File: config.mk
export PLATFORM = sky130hd
export DESIGN_NAME = mw_read_slave
export DESIGN_NICKNAME = d
export VERILOG_FILES = /design/src/rtl/mw_read_slave.sv
export SDC_FILE = /design/constraint.sdc
export NUM_CORES = 1
export LEC_CHECK = 0
export CAP_MARGIN = 40
export CORE_MARGIN = 1.5
export CORE_UTILIZATION = 34
export DETAILED_ROUTE_END_ITERATION = 16
export DONT_BUFFER_PORTS = 1
export GPL_TIMING_DRIVEN = 0
export PLACE_DENSITY_LB_ADDON = 0.3
export SYNTH_ARGS = -nofsm -noshare
export SYNTH_HDL_FRONTEND = slang
export SYNTH_SLANG_ARGS = --single-unit
File: constraint.sdc
create_clock -name clk -period 2.8 [get_ports clk]
set_input_delay 0.28 -clock clk [delete_from_list [all_inputs] [get_ports clk]]
set_output_delay 0.28 -clock clk [all_outputs]
set_load 0.01 [all_outputs]
File: src/rtl/mw_read_slave.sv
module mw_read_slave #(
  parameter int ADDR_W = 6,
  parameter int WORD_W = 16,
  parameter int SYNC   = 2
) (
  input  logic              clk,
  input  logic              rst_n,
  input  logic              cs,
  input  logic              sk,
  input  logic              di,
  input  logic              ld_en,
  input  logic [ADDR_W-1:0] ld_addr,
  input  logic [WORD_W-1:0] ld_data,
  output logic              do_out,
  output logic              do_oe
);
  localparam int DEPTH    = 1 << ADDR_W;
  localparam int CMD_BITS = ADDR_W + 2;
  localparam int CW       = $clog2(CMD_BITS) + 1;
  localparam int BW       = $clog2(WORD_W);
  localparam logic [CW-1:0] CMD_LAST = CW'(CMD_BITS - 1);
  localparam logic [BW-1:0] BIT_LAST = BW'(WORD_W - 1);

  typedef enum logic [1:0] {S_WAIT, S_CMD, S_DATA, S_SKIP} state_t;

  logic [SYNC-1:0] cs_q, sk_q, di_q;
  logic            sk_d;
  logic            cs_s, sk_s, di_s, sk_rise;

  always_ff @(posedge clk) begin
    if (!rst_n) begin
      cs_q <= '0;
      sk_q <= '0;
      di_q <= '0;
      sk_d <= 1'b0;
    end else begin
      cs_q <= {cs_q[SYNC-2:0], cs};
      sk_q <= {sk_q[SYNC-2:0], sk};
      di_q <= {di_q[SYNC-2:0], di};
      sk_d <= sk_s;
    end
  end

  assign cs_s    = cs_q[SYNC-1];
  assign sk_s    = sk_q[SYNC-1];
  assign di_s    = di_q[SYNC-1];
  assign sk_rise = sk_s & ~sk_d;

  logic [WORD_W-1:0] mem [DEPTH];

  always_ff @(posedge clk)
    if (ld_en) mem[ld_addr] <= ld_data;

  state_t              state;
  logic [CW-1:0]       cnt;
  logic [CMD_BITS-2:0] sreg;
  logic [ADDR_W-1:0]   addr;
  logic [BW-1:0]       bitn;
  logic [WORD_W-1:0]   shreg;
  logic                dbit, oe_r;
  logic [CMD_BITS-1:0] cmd_full;
  logic [ADDR_W-1:0]   addr_nxt;

  assign cmd_full = {sreg, di_s};
  assign addr_nxt = addr + ADDR_W'(1);

  always_ff @(posedge clk) begin
    if (!rst_n || !cs_s) begin
      state <= S_WAIT;
      cnt   <= '0;
      sreg  <= '0;
      addr  <= '0;
      bitn  <= '0;
      shreg <= '0;
      dbit  <= 1'b0;
      oe_r  <= 1'b0;
    end else if (sk_rise) begin
      unique case (state)
        S_WAIT: if (di_s) begin
          state <= S_CMD;
          cnt   <= '0;
        end
        S_CMD: begin
          sreg <= cmd_full[CMD_BITS-2:0];
          cnt  <= cnt + CW'(1);
          if (cnt == CMD_LAST) begin
            if (cmd_full[CMD_BITS-1:CMD_BITS-2] == 2'b10) begin
              state <= S_DATA;
              addr  <= cmd_full[ADDR_W-1:0];
              shreg <= mem[cmd_full[ADDR_W-1:0]];
              bitn  <= '0;
              dbit  <= 1'b0;
              oe_r  <= 1'b1;
            end else begin
              state <= S_SKIP;
            end
          end
        end
        S_DATA: begin
          dbit <= shreg[WORD_W-1];
          if (bitn == BIT_LAST) begin
            bitn  <= '0;
            addr  <= addr_nxt;
            shreg <= mem[addr_nxt];
          end else begin
            bitn  <= bitn + BW'(1);
            shreg <= {shreg[WORD_W-2:0], 1'b0};
          end
        end
        S_SKIP: ;
        default: state <= S_WAIT;
      endcase
    end
  end

  assign do_oe  = oe_r & cs_s;
  assign do_out = dbit & do_oe;
endmodule


==> results_dict.tcl <==
set metrics [dict create \
    place.gp.congestion 1.04 \
    ioPinCount 30 \
    p_seq_share_pct 51.5 \
    status "finished, violations left" \
    slew_violations 0 \
    synth_compound_area_share_pct 4.56 \
    vias 31400 \
    synth-seq-area-share_pct 63.8 \
    yosys-mux-area-fraction_pct 25.7 \
    synth_cells 2632 \
    hold_viol 0 \
    ys_ff_latch 1072 \
    crit_chain "buf_12 > buf_12 > buf_12 > mux4_2 > a22oi_1 > nand2_1 > a22o_4 > a21oi_4 > a31oi_1" \
    die_x_um 385 \
    powerDensity_nw_per_um2 572 \
    nNetsFinal 2928 \
    max_stage_delay_ns 0.53 \
    placementRows 140 \
    synth_top_family_by_area "multiplexers" \
    post-route-period-util_pct 106 \
    synthAdderAreaFrac_pct 0.0755 \
    grt_pass1_wl_um 267000 \
    clock_sinks 1072 \
    drc 0 \
    async_flop_share_pct 0 \
    fin_area_um2 60100 \
    crit_path_frequent_cell "buf_12" \
    synth-xor-area-share_pct 0.158 \
    die_h_um 385 \
    fin_ws_ns -0.173 \
    synth_edf_count 1024 \
    clockRootBuffer "clkbuf_16" \
    finalCoreUtilization_pct 41.3 \
    mostFrequentLayoutCell "edfxtp_1" \
    avgSynthCellArea_um2 18.9 \
    area_delta_synth_final_pct 20.8 \
    wire_per_inst_um 40.7 \
    path_buf_inv 3 \
    finalWirelength_um 200000 \
    hold_path_class "input port to register" \
    max-clock-path-buffers 3 \
    synth_top_flop_cell "edfxtp_1" \
    critPathKind "register to register" \
    regArea_um2 31700 \
    finalPower_w 0.0344 \
    ant_nets 0 \
    placed_cell_area_um2 54200 \
    dr.pass1.iters 5 \
    synth_warnings 0 \
    grt_max_degree 65 \
    cp.required_ns 3.43 \
    p_clk_share_pct 45.4 \
    period_minus_slack_ns 2.97 \
    numCtsBuffers 113 \
    internal_power_w 0.0269 \
    finalClockSkew_ns 0.0285 \
    rsz0062_at_grt "yes" \
    multi_input_area_um2 17800 \
    coreArea_um2 145000 \
    ys_types 64 \
    clkTransAtPathRegs_ns 0.07 \
    fmax_ghz 0.336 \
    dpl.cell_count 4658 \
    grt_pass1_vias 30400 \
    cpMaxStageDelayCell "mux4_2" \
    synth-simple-area-share_pct 3.51 \
    endpoint_kind "register" \
    initialDrtViolationCount 4807 \
    worstMarginPinSlew_ns 1.03 \
    grt-ovfl-total 0 \
    clk_latency_ns 0.78 \
    cts_tree "done" \
    pwr-share-comb_pct 3.0 \
    violations "negative setup slack" \
    slew_headroom_pct 31.6 \
    die-area_um2 149000 \
    grt_use_total_pct 26.9 \
    syn-cell-area_um2 49700 \
    start_util_pct 34.2 \
    htree_levels 3 \
    n_fill_cell 12900 \
    worstPathArrival_ns 3.60 \
    switching_share_pct 21.6 \
    critPathMaxFanout 10 \
    cp_top_family "compound AO/OA/AOI/OAI gates" \
    syn_nets 2663 \
    antenna_found_initial 14 \
    setup_viol 9 \
    synthTopCellsByArea "edfxtp_1 62%, mux4_2 24%, mux2i_1 2.1%, dfxtp_1 1.9%, nand2_1 1.4%" \
    maxCapViolations 0 \
    viasPerCell 6.39 \
    final_cell_mix "1024 x edfxtp_1, 519 x mux4_2, 174 x nand2_1" \
    ir_drop_uv 492 \
    cp-start-kind "register" \
    synth_top_cell_by_area "edfxtp_1" \
    power.leakage_nw 17.8 \
    p_sw_w 0.00743 \
    synth.top_cell.area_share_pct 61.8 \
    finalNonFillerCells 4914 \
    drive_above_1_share_pct 38.1 \
    dpl.hpwl_um 144000 \
    io_buffers 0 \
]
## layout make-up
class / count / share of cell area (%)
clock buffers: 139 / 4.95
flip-flops and latches: 1072 / 52.8
well taps: 1917 / 3.99
multi-input cells: 1354 / 29.6
repair buffers: 156 / 4.22
clock inverters: 70 / 1.35
inverters: 2 / 0.0125
plain buffers: 198 / 3.02
diodes: 6 / 0.0250
## stage by stage
stage / setup slack, ns / setup TNS (ns) / hold slack, ns
3_5_place_dp: -1.59 / -22.28 / 0.388
3_3_place_gp: -1.89 / -679.29 / 0.389
4_1_cts: -0.00997 / -0.00997 / 0.101
6_report: -0.173 / -0.533 / 0.147
5_1_grt: -0.0965 / -0.354 / 0.140
2_1_floorplan: 0.337 / 0 / 0.379
## final timing paths
path                   start         end  slack, ns  cells after the start
setup / recovery     sreg[0]    shreg[1]      -0.17                      9
setup reg to reg     sreg[0]    shreg[1]      -0.17                      9
hold reg to reg      di_q[0]     di_q[1]       0.44                      1
hold / removal    ld_addr[0]  mem[49][0]       0.15                      2
## kinds of logic after synthesis
group	after synthesis
and+or+nand+nor	396
xor gates and xnor gates	6
AOI/OAI and AO/OA	321
muxes	628
DFF	1072
buffers and inverters	206
adders and majority gates	3
## synth_stat cells (14+ instances only)
master    count
mux2i_1     103
a32oi_1      24
buf_6        19
nor2_1      104
nor3_1       14
dfxtp_1      48
mux4_2      519
a21oi_1      57
nor2b_1      19
edfxtp_1   1024
o21ai_0      29
clkbuf_1     71
a31oi_1      28
buf_2        76
nand2_1     185
nand3_1      19
a22oi_1      78
and2_1       14
buf_4        25
## what timing repair did
action	in CTS	in global routing
setup buffers	8	1
hold endpoints to repair	1035	0
hold buffers	36	0
endpoints found under the setup margin	27	15
pin swaps	12	13
gates cloned	0	1
resized for setup	323	53
## sequential cells by signal (all words and copies together), names as in the netlist
name and count:
addr 6, bitn 4, cnt 4, cs_q 2
dbit 1, di_q 2, mem 1024, oe_r 1
shreg 16, sk_d 1, sk_q 2, sreg 7
state 2
## routing by layer
metal	track usage, %	vias to the layer above	share of wire (%)
met5	0	-	0.038
met4	13.7	10	6.0
met3	7.70	447	11
met2	40.2	2175	45
met1	35.7	17000	38
li1	-	11800	-
## power by group through the flow
stage                     combinational [W]  clock, W  sequential, W
after floorplan                    0.000321         0         0.0180
after global placement             0.000576         0         0.0180
after detailed placement           0.000618         0         0.0180
after CTS                           0.00102    0.0157         0.0177
after global routing                0.00107    0.0163         0.0177
final                               0.00105    0.0156         0.0177
No activity file was read; power rests on OpenSTA's default activity.
